**src/rtl/sdram_seq_pkg.sv**
```systemverilog
package sdram_seq_pkg;

   typedef enum logic [3:0] {
      CMD_MRS  = 4'b0000,
      CMD_PRE  = 4'b0010,
      CMD_ACT  = 4'b0011,
      CMD_WR   = 4'b0100,
      CMD_RD   = 4'b0101,
      CMD_NOP  = 4'b0111
   } sd_cmd_e;

   typedef enum logic [3:0] {
      ST_IDLE, ST_PRE, ST_ACT, ST_COL, ST_CLOSE,
      ST_PCALL, ST_MSET, ST_WAIT, ST_ACK
   } seq_st_e;

   typedef enum logic [1:0] {
      K_XFER, K_PCALL, K_MSET
   } req_kind_e;

   // log2 of port width in bytes: 00 -> 4B, 01 -> 1B, 1x -> 2B
   function automatic logic [2:0] port_lg2(input logic [1:0] ps);
      case (ps)
         2'b00:   return 3'd2;
         2'b01:   return 3'd0;
         default: return 3'd1;
      endcase
   endfunction

   // log2 of transfer bytes: 0 -> 1B, 1 -> 2B, 2 -> 4B, 3 -> 16B
   function automatic logic [2:0] xfer_lg2(input logic [1:0] sz);
      case (sz)
         2'd0:    return 3'd0;
         2'd1:    return 3'd1;
         2'd2:    return 3'd2;
         default: return 3'd4;
      endcase
   endfunction

   function automatic logic [4:0] beat_count(input logic [1:0] ps, input logic [1:0] sz);
      logic [2:0] p;
      logic [2:0] x;
      p = port_lg2(ps);
      x = xfer_lg2(sz);
      if (x > p) return 5'd1 << (x - p);
      return 5'd1;
   endfunction

endpackage

```
**src/rtl/sdram_seq_cfg.sv**
```systemverilog
module sdram_seq_cfg (
   input  logic       clk,
   input  logic       rst_n,
   input  logic       cfg_wr,
   input  logic       wr_pchg_all,
   input  logic       wr_mode_set,
   input  logic       wr_page_mode,
   input  logic [1:0] wr_port_size,
   input  logic       done_pchg_all,
   input  logic       done_mode_set,
   output logic       pchg_all_armed,
   output logic       mode_set_armed,
   output logic       page_mode,
   output logic [1:0] port_size
);

   always_ff @(posedge clk or negedge rst_n) begin
      if (!rst_n) begin
         pchg_all_armed <= 1'b0;
         mode_set_armed <= 1'b0;
         page_mode      <= 1'b0;
         port_size      <= 2'b00;
      end else if (cfg_wr) begin
         pchg_all_armed <= wr_pchg_all;
         mode_set_armed <= wr_mode_set;
         page_mode      <= wr_page_mode;
         port_size      <= wr_port_size;
      end else begin
         if (done_pchg_all) pchg_all_armed <= 1'b0;
         if (done_mode_set) mode_set_armed <= 1'b0;
      end
   end

   // a completion pulse only arrives for a bit that was armed
   a_r3_done_armed: assert property (@(posedge clk) disable iff (!rst_n)
      done_pchg_all |-> pchg_all_armed);
   a_r4_done_armed: assert property (@(posedge clk) disable iff (!rst_n)
      done_mode_set |-> mode_set_armed);

endmodule

```
**src/rtl/sdram_seq_rowtrk.sv**
```systemverilog
module sdram_seq_rowtrk #(
   parameter int ROW_W = 12
) (
   input  logic             clk,
   input  logic             rst_n,
   input  logic             open_en,
   input  logic [ROW_W-1:0] open_row,
   input  logic             close_en,
   input  logic [ROW_W-1:0] cmp_row,
   output logic             row_valid,
   output logic             row_hit
);

   logic [ROW_W-1:0] cur_row;

   always_ff @(posedge clk or negedge rst_n) begin
      if (!rst_n) begin
         row_valid <= 1'b0;
         cur_row   <= '0;
      end else if (open_en) begin
         row_valid <= 1'b1;
         cur_row   <= open_row;
      end else if (close_en) begin
         row_valid <= 1'b0;
      end
   end

   assign row_hit = row_valid && (cur_row == cmp_row);

   // the sequencer never opens and closes a row in the same cycle
   a_r10_open_close_excl: assert property (@(posedge clk) disable iff (!rst_n)
      !(open_en && close_en));

   // an activate is only issued when no row is open
   a_r8_open_only_closed: assert property (@(posedge clk) disable iff (!rst_n)
      open_en |-> !row_valid);

endmodule

```
**src/rtl/sdram_seq_timer.sv**
```systemverilog
module sdram_seq_timer #(
   parameter int CW = 2
) (
   input  logic          clk,
   input  logic          rst_n,
   input  logic          load,
   input  logic [CW-1:0] load_val,
   input  logic          run,
   output logic          last
);

   logic [CW-1:0] cnt;

   always_ff @(posedge clk or negedge rst_n) begin
      if (!rst_n)                   cnt <= '0;
      else if (load)                cnt <= load_val;
      else if (run && cnt != '0)    cnt <= cnt - 1'b1;
   end

   assign last = (cnt == CW'(1));

   // a wait never runs on an empty count
   a_r9_no_underflow: assert property (@(posedge clk) disable iff (!rst_n)
      run |-> cnt != '0);

endmodule

```
**src/rtl/sdram_cmd_seq.sv**
```systemverilog
module sdram_cmd_seq
   import sdram_seq_pkg::*;
#(
   parameter int ADDR_W = 22,
   parameter int PAGE_W = 10,
   parameter int SA_W   = 12,
   parameter int TRCD   = 2,
   parameter int TRP    = 2,
   parameter int TMRD   = 2
) (
   input  logic              clk,
   input  logic              rst_n,
   input  logic              cfg_wr,
   input  logic              cfg_arm_pchg_all,
   input  logic              cfg_arm_mode_set,
   input  logic              cfg_page_mode,
   input  logic [1:0]        cfg_port_size,
   output logic              pchg_all_armed,
   output logic              mode_set_armed,
   input  logic              bus_req,
   input  logic              bus_we,
   input  logic [ADDR_W-1:0] bus_addr,
   input  logic [1:0]        bus_size,
   output logic              bus_ack,
   output logic              sd_cs_n,
   output logic              sd_ras_n,
   output logic              sd_cas_n,
   output logic              sd_we_n,
   output logic [SA_W-1:0]   sd_addr
);

   localparam int ROW_W = ADDR_W - PAGE_W;
   localparam int MAXT  = (TRCD > TRP) ? ((TRCD > TMRD) ? TRCD : TMRD)
                                       : ((TRP > TMRD) ? TRP : TMRD);
   localparam int CW    = $clog2(MAXT + 1);
   localparam int BW    = 5;
   localparam logic [SA_W-1:0] A10_ONLY = SA_W'(1) << 10;

   initial begin : p_param_chk
      assert (TRCD >= 1 && TRP >= 1 && TMRD >= 1) else $error("gap parameters must be >= 1");
      assert (PAGE_W >= BW && PAGE_W <= 10) else $error("PAGE_W must be 5..10");
      assert (SA_W >= 11 && SA_W >= ROW_W && SA_W <= ADDR_W) else $error("SA_W out of range");
      assert (ROW_W >= 1) else $error("ADDR_W must exceed PAGE_W");
   end

   // ---------------- configuration ----------------
   logic       page_mode;
   logic [1:0] port_size;
   logic       done_pc, done_ms;

   sdram_seq_cfg u_cfg (
      .clk            (clk),
      .rst_n          (rst_n),
      .cfg_wr         (cfg_wr),
      .wr_pchg_all    (cfg_arm_pchg_all),
      .wr_mode_set    (cfg_arm_mode_set),
      .wr_page_mode   (cfg_page_mode),
      .wr_port_size   (cfg_port_size),
      .done_pchg_all  (done_pc),
      .done_mode_set  (done_ms),
      .pchg_all_armed (pchg_all_armed),
      .mode_set_armed (mode_set_armed),
      .page_mode      (page_mode),
      .port_size      (port_size)
   );

   // ---------------- request capture ----------------
   seq_st_e          st, ret;
   seq_st_e          nx_st, nx_ret;
   req_kind_e        kind;
   logic             rq_we, rq_pm;
   logic [ADDR_W-1:0] rq_addr;
   logic [2:0]       rq_plg;
   logic [BW-1:0]    rq_beats, beat;
   logic             accept;

   assign accept = (st == ST_IDLE) && bus_req;

   logic [ROW_W-1:0] rq_row, bus_row;
   assign rq_row  = rq_addr[ADDR_W-1:PAGE_W];
   assign bus_row = bus_addr[ADDR_W-1:PAGE_W];

   // ---------------- open-row tracker ----------------
   logic row_open, row_close, row_valid, row_hit;

   sdram_seq_rowtrk #(.ROW_W(ROW_W)) u_row (
      .clk       (clk),
      .rst_n     (rst_n),
      .open_en   (row_open),
      .open_row  (rq_row),
      .close_en  (row_close),
      .cmp_row   (bus_row),
      .row_valid (row_valid),
      .row_hit   (row_hit)
   );

   // ---------------- gap timer ----------------
   logic          tmr_ld, tmr_last;
   logic [CW-1:0] tmr_val;

   sdram_seq_timer #(.CW(CW)) u_tmr (
      .clk      (clk),
      .rst_n    (rst_n),
      .load     (tmr_ld),
      .load_val (tmr_val),
      .run      (st == ST_WAIT),
      .last     (tmr_last)
   );

   // ---------------- next-state logic ----------------
   logic          gap_use;
   logic [CW-1:0] gap;
   seq_st_e       after;
   logic          last_beat;

   assign last_beat = (beat == rq_beats - 1'b1);

   always_comb begin
      nx_st     = st;
      nx_ret    = ret;
      tmr_ld    = 1'b0;
      tmr_val   = '0;
      row_open  = 1'b0;
      row_close = 1'b0;
      done_pc   = 1'b0;
      done_ms   = 1'b0;
      gap_use   = 1'b0;
      gap       = '0;
      after     = ST_IDLE;
      case (st)
         ST_IDLE: begin
            if (bus_req) begin
               if (pchg_all_armed && bus_we)                  nx_st = ST_PCALL;
               else if (mode_set_armed)                       nx_st = ST_MSET;
               else if (row_valid && (!page_mode || !row_hit)) nx_st = ST_PRE;
               else if (row_hit && page_mode)                 nx_st = ST_COL;
               else                                           nx_st = ST_ACT;
            end
         end
         ST_PRE: begin
            row_close = 1'b1;
            gap_use = 1'b1; gap = CW'(TRP); after = ST_ACT;
         end
         ST_ACT: begin
            row_open = 1'b1;
            gap_use = 1'b1; gap = CW'(TRCD); after = ST_COL;
         end
         ST_COL: begin
            if (last_beat) nx_st = rq_pm ? ST_ACK : ST_CLOSE;
         end
         ST_CLOSE: begin
            row_close = 1'b1;
            gap_use = 1'b1; gap = CW'(TRP); after = ST_ACK;
         end
         ST_PCALL: begin
            row_close = 1'b1;
            gap_use = 1'b1; gap = CW'(TRP); after = ST_ACK;
         end
         ST_MSET: begin
            gap_use = 1'b1; gap = CW'(TMRD); after = ST_ACK;
         end
         ST_WAIT: begin
            if (tmr_last) nx_st = ret;
         end
         ST_ACK: begin
            done_pc = (kind == K_PCALL);
            done_ms = (kind == K_MSET);
            nx_st   = ST_IDLE;
         end
         default: nx_st = ST_IDLE;
      endcase
      if (gap_use) begin
         if (gap > CW'(1)) begin
            nx_st   = ST_WAIT;
            nx_ret  = after;
            tmr_ld  = 1'b1;
            tmr_val = gap - 1'b1;
         end else begin
            nx_st = after;
         end
      end
   end

   always_ff @(posedge clk or negedge rst_n) begin
      if (!rst_n) begin
         st       <= ST_IDLE;
         ret      <= ST_IDLE;
         kind     <= K_XFER;
         rq_we    <= 1'b0;
         rq_pm    <= 1'b0;
         rq_addr  <= '0;
         rq_plg   <= '0;
         rq_beats <= BW'(1);
         beat     <= '0;
      end else begin
         st  <= nx_st;
         ret <= nx_ret;
         if (accept) begin
            rq_we    <= bus_we;
            rq_pm    <= page_mode;
            rq_addr  <= bus_addr;
            rq_plg   <= port_lg2(port_size);
            rq_beats <= beat_count(port_size, bus_size);
            beat     <= '0;
            if (pchg_all_armed && bus_we) kind <= K_PCALL;
            else if (mode_set_armed)      kind <= K_MSET;
            else                          kind <= K_XFER;
         end else if (st == ST_COL) begin
            beat <= beat + 1'b1;
         end
      end
   end

   // ---------------- command and address outputs ----------------
   sd_cmd_e           cmd;
   logic [PAGE_W-1:0] col_base, col;

   assign col_base = rq_addr[PAGE_W-1:0] >> rq_plg;
   assign col      = col_base + PAGE_W'(beat);

   always_comb begin
      cmd     = CMD_NOP;
      sd_addr = '0;
      case (st)
         ST_PRE, ST_CLOSE: cmd = CMD_PRE;
         ST_PCALL: begin cmd = CMD_PRE; sd_addr = A10_ONLY; end
         ST_ACT:   begin cmd = CMD_ACT; sd_addr = SA_W'(rq_row); end
         ST_COL:   begin cmd = rq_we ? CMD_WR : CMD_RD; sd_addr = SA_W'(col); end
         ST_MSET:  begin cmd = CMD_MRS; sd_addr = rq_addr[SA_W-1:0]; end
         default:  cmd = CMD_NOP;
      endcase
   end

   assign {sd_cs_n, sd_ras_n, sd_cas_n, sd_we_n} = cmd;
   assign bus_ack = (st == ST_ACK);

   // ---------------- command gap monitors ----------------
   localparam int GW   = $clog2(MAXT + 2);
   localparam int SATV = MAXT + 1;

   for (genvar i = 0; i < 3; i++) begin : g_gap
      localparam sd_cmd_e WATCH = (i == 0) ? CMD_ACT : ((i == 1) ? CMD_PRE : CMD_MRS);
      logic [GW-1:0] cnt;
      always_ff @(posedge clk or negedge rst_n) begin
         if (!rst_n)                  cnt <= GW'(SATV);
         else if (cmd == WATCH)       cnt <= GW'(1);
         else if (cnt != GW'(SATV))   cnt <= cnt + 1'b1;
      end
   end

   a_r9_trcd_gap: assert property (@(posedge clk) disable iff (!rst_n)
      (cmd == CMD_RD || cmd == CMD_WR) |-> g_gap[0].cnt >= GW'(TRCD));
   a_r9_trp_gap: assert property (@(posedge clk) disable iff (!rst_n)
      (cmd != CMD_NOP) |-> g_gap[1].cnt >= GW'(TRP));
   a_r9_tmrd_gap: assert property (@(posedge clk) disable iff (!rst_n)
      (cmd != CMD_NOP) |-> g_gap[2].cnt >= GW'(TMRD));
   a_r9_ack_pulse: assert property (@(posedge clk) disable iff (!rst_n)
      bus_ack |=> !bus_ack);

   // an arming bit drops without a register write only after an acknowledge
   a_r3_clear_on_done: assert property (@(posedge clk) disable iff (!rst_n)
      ($fell(pchg_all_armed) && !$past(cfg_wr)) |-> $past(bus_ack));
   a_r4_clear_on_done: assert property (@(posedge clk) disable iff (!rst_n)
      ($fell(mode_set_armed) && !$past(cfg_wr)) |-> $past(bus_ack));

   // a closed-policy transfer leaves no row open at its acknowledge
   a_r6_closed_at_ack: assert property (@(posedge clk) disable iff (!rst_n)
      (bus_ack && !rq_pm && kind == K_XFER) |-> !row_valid);

   // column commands only go to an open row
   a_r7_col_open_row: assert property (@(posedge clk) disable iff (!rst_n)
      (cmd == CMD_RD || cmd == CMD_WR) |-> row_valid);

endmodule

```
**config.mk**
```make
export PLATFORM = sky130hd
export DESIGN_NAME = sdram_cmd_seq
export DESIGN_NICKNAME = d
export VERILOG_FILES = /design/src/rtl/sdram_seq_pkg.sv /design/src/rtl/sdram_seq_cfg.sv /design/src/rtl/sdram_seq_rowtrk.sv /design/src/rtl/sdram_seq_timer.sv /design/src/rtl/sdram_cmd_seq.sv
export SDC_FILE = /design/constraint.sdc
export NUM_CORES = 1
export LEC_CHECK = 0
export BUFFER_PORTS_ARGS = -buffer_cell sky130_fd_sc_hd__buf_4
export CAP_MARGIN = 40
export CORE_MARGIN = 2
export CORE_UTILIZATION = 50
export DETAILED_ROUTE_END_ITERATION = 16
export GPL_ROUTABILITY_DRIVEN = 0
export GPL_TIMING_DRIVEN = 0
export PLACE_DENSITY = 0.74
export SYNTH_ARGS = -nofsm -noshare
export SYNTH_HDL_FRONTEND = slang
export SYNTH_SLANG_ARGS = --single-unit
```
**constraint.sdc**
```tcl
create_clock -name clk -period 3.1 [get_ports clk]
set_input_delay 0.62 -clock clk [delete_from_list [all_inputs] [get_ports clk]]
set_output_delay 0.62 -clock clk [all_outputs]
set_load 0.02 [all_outputs]
```
==> summary.txt <==
STA
  – Tightest Pin Transition: 0.8329 ns
  – Unrepaired setup endpoints after global routing: yes
  – Final number of setup-violating endpoints: 8
  – Timing-limited maximum frequency: between 200 and 300 MHz
  – Period utilization: 114.3%
  – Tmin final: 3.543 ns
  – Setup skew after layout: 0.009483 ns
  – Slew Limit Headroom: between 40% and 50%
  – Smallest setup slack after layout: -0.4429 ns
  – Final-report hold violation count: 0
  – Max-slew violation total from the final report: 0

CTS
  – CTS tree: built
  – Num CTS Buffers: 9
  – Number of H-tree branching levels: 3
  – Clock latency on the worst-skew pair: about 0.35 ns
  – TritonCTS Sinks: 65
  – Number of hold-repair buffers added at the cts stage: 0
  – Clk buf depth: 2
  – Cell at the root of the clock tree: clkbuf_8
  – Clock transition at the registers of the reported paths: 0.08 ns

Worst setup path
  – Slowest CP cell: mux4_2
  – Critical Path Max Stage Delay: 0.53 ns
  – Critical path endpoint category: output port
  – Critical Path Start Type: flip-flop
  – Cell breakdown of the critical path: buf_8 > mux4_2 > ha_4 > fa_2 > a211oi_2 > nor2_2 > nor2_4 > nor3_2 > mux2i_2 > o21ai_2 > buf_6
  – Crit path max fanout: 5
  – Buffers and inverters on the worst path: 2
  – Arrival time of data at the critical path endpoint: 2.92 ns
  – Data required time of the worst path: 2.48 ns
  – Setup CP Type: reg2out
  – Family with the most delay on the worst path: multiplexers

GRT
  – Global-route wire length before repair: 16930 µm
  – Initial antenna violation count: 0
  – Aggregate global-route resource usage: 26.07%
  – Number of global-route vias before repair: about 3500
  – Grt ovf: 0
  – Maximum number of pins on one net before global-route repair: 66

Cells and area
  – Commonest non-fill, non-tap cell in the layout: nand2_1
  – Final core utilization: between 60 and 70%
  – Count of nets after finishing: about 530
  – Antenna diode instance count: 0
  – Filler cells: a little under 600
  – Leading cell types in the layout, fill and taps excluded: nand2_1, dfrtp_1, buf_4, nor2_1
  – Layout cells sized above 1: 27.16%
  – Signed area change from the synthesized netlist to the final layout: 24.11%
  – Design area: 4727 µm²

Routing
  – DRT antenna net count: 0
  – Post-route DRC: 0
  – Overall via count from detail_route: 3339
  – DRC violation total after the first TritonRoute iteration: 295
  – Routed via count divided by cell count: 5.708
  – Total wirelength of the detailed-routed design: 10070 µm
  – Length of the first detailed-routing pass in iterations: 4
  – Average wire per standard cell: 17.22 µm

Floorplan
  – Die Wd: between 90 and 100 µm
  – Die height: ~90 µm
  – Area of the core: 7331 µm²
  – Starting density of the core: 51.95%
  – Count of boundary I/O pins: 53
  – Placement Rows: 31
  – Die ar.: 8331 µm²

Yosys
  – Area fraction of the dominant cell type after synthesis: ~42%
  – Most used DFF post-synth: dfrtp_1
  – Count of flip-flops with a built-in enable after synthesis: 0
  – Unique cell type count in the Yosys netlist: 52
  – Register area share after synthesis: 42.74%
  – Synthesized area per cell: 9.200 µm²
  – Largest cells by area after synthesis: dfrtp_1, nand2_1, xnor2_1
  – Proportion of synthesized flip-flops having asynchronous set or reset: between 90% and 100%
  – Synthesized net count: 461
  – Post-synthesis instance area: 3809 µm²
  – Flop and latch count out of synthesis: between 60 and 70
  – Yosys warning count: 0
  – Synthesized instance count: 414
  – Post-synth top area cell: dfrtp_1

Power
  – Cell leakage power: 0.002178 µW
  – IR drop worst, VDD: 0.0002584 V
  – Areal power density over the cells: 377.9 nW/µm²

Run status
  – Failing checks: setup timing
  – Status: finished, violations left

Hold path
  – Worst min-delay path class: in2async

Run
  – Max-cap violations: 0

Placed design
  – Count of buffers from port buffering: 50
  – Post-detailed-placement cell area: 4364 µm²
  – HPWL after DPL: roughly 7000 µm
-- worst register-to-register path: stages (launching register included) --
cell and delay, ns:
dfstp_2 0.57, inv_1 0.05, ha_1 0.30, xor2_1 0.14, o211ai_1 0.11, a211o_1 0.27, o21ai_1 0.33, inv_1 0.08
nor3_1 0.21
-- cell usage after synthesis (all sizes together) (2+ instances only) --
cell,n
nand2,95
dfrtp,64
o21ai,28
nor2,25
xnor2,21
mux2,17
inv,14
buf,12
ha,11
a21oi,10
clkbuf,10
nor3,10
nand3,8
a22oi,7
nand2b,7
xor2,7
a211oi,6
mux2i,6
a21o,5
nand4,5
nor2b,5
a22o,4
mux4,4
o22ai,4
nand3b,3
a211o,2
a222oi,2
fa,2
nor4,2
o22a,2
o32ai,2
or2,2
-- cells by family (layout without fill, tap and decap cells) --
logic type,count (synthesis),after routing,share of synthesized area (%)
buffers and inverters,36,108,4.172
DFF,65,65,42.74
muxes,27,27,9.067
xor gates and xnor gates,28,28,6.439
and+or+nand+nor,166,166,19.55
other,1,1,0.09846
AOI/OAI and AO/OA,78,78,13.27
adders and majority gates,13,13,4.665
-- registers in the layout, indices dropped and copies added, names as in the netlist --
| name | count |
|---|---|
| rq_addr | 22 |
| u_row.cur_row | 12 |
| beat | 5 |
| rq_beats | 5 |
| st | 4 |
| ret | 3 |
| kind | 2 |
| rq_plg | 2 |
| u_cfg.port_size | 2 |
| u_tmr.cnt | 2 |
| rq_pm | 1 |
| rq_we | 1 |
| u_cfg.mode_set_armed | 1 |
| u_cfg.page_mode | 1 |
| u_cfg.pchg_all_armed | 1 |
| u_row.row_valid | 1 |
-- power breakdown --
group	switching [µW]	internal [µW]
combinational	60.9	54.2
sequential	6.08	854
clock	338	474
-- through the flow --
stage | power, µW | std cells | setup TNS, ns | setup WS (ns) | hold slack [ns]
floorplan | 922.8 | 414 | -0.08342 | -0.05498 | 0.3244
global placement | 989.6 | 563 | -1.991 | -0.3852 | 0.4543
detailed placement | 992.2 | 563 | -2.400 | -0.4211 | 0.4624
CTS | 1794 | 584 | -2.246 | -0.4292 | 0.3926
global route | 1851 | 585 | -3.213 | -0.5353 | 0.4305
finish | 1786 | 585 | -2.450 | -0.4429 | 0.3496
-- final timing paths --
| kind | from | to | slack (ns) | depth (start not counted) |
|---|---|---|---|---|
| max in group asynchronous | rst_n | rq_addr[4] | 2.18 | 1 |
| worst min register to register | rq_we | rq_we | 0.48 | 2 |
| worst max-delay path | rq_plg[0] | sd_addr[8] | -0.44 | 11 |
| worst max register to register | rq_beats[0] | st[3] | 0.94 | 8 |
| worst min-delay path | rst_n | u_tmr.cnt[0] | 0.35 | 1 |
| min in group clk | bus_addr[7] | rq_addr[7] | 0.46 | 3 |
-- metal layers --
metal	part of all wire, %	vias up	track usage (%)	wire length [µm]
met2	49	106	43.09	4971
li1	-	1569	-	-
met3	4.7	23	4.647	471
met4	2.3	0	10.10	233
met5	0	-	0	0
met1	44	1641	34.18	4395
-- area by class of cell --
type / instances / area, µm² / share of cell area [%]
buffer: 21 / 133.9 / 2.832
clock buffer: 11 / 141.4 / 2.991
clock inverter: 5 / 78.83 / 1.668
inverter: 14 / 52.55 / 1.112
multi-input combinational: 313 / 2118 / 44.81
sequential: 65 / 1628 / 34.44
tap: 99 / 123.9 / 2.620
timing repair buffer: 57 / 450.4 / 9.529
-- what timing repair did --
item                       CTS  global route
buffers inserted             6             1
gates resized for setup     15            12
pin swaps                    6            12
setup endpoints to repair   10            10
Note: power is estimated with default switching activity, not from simulation.
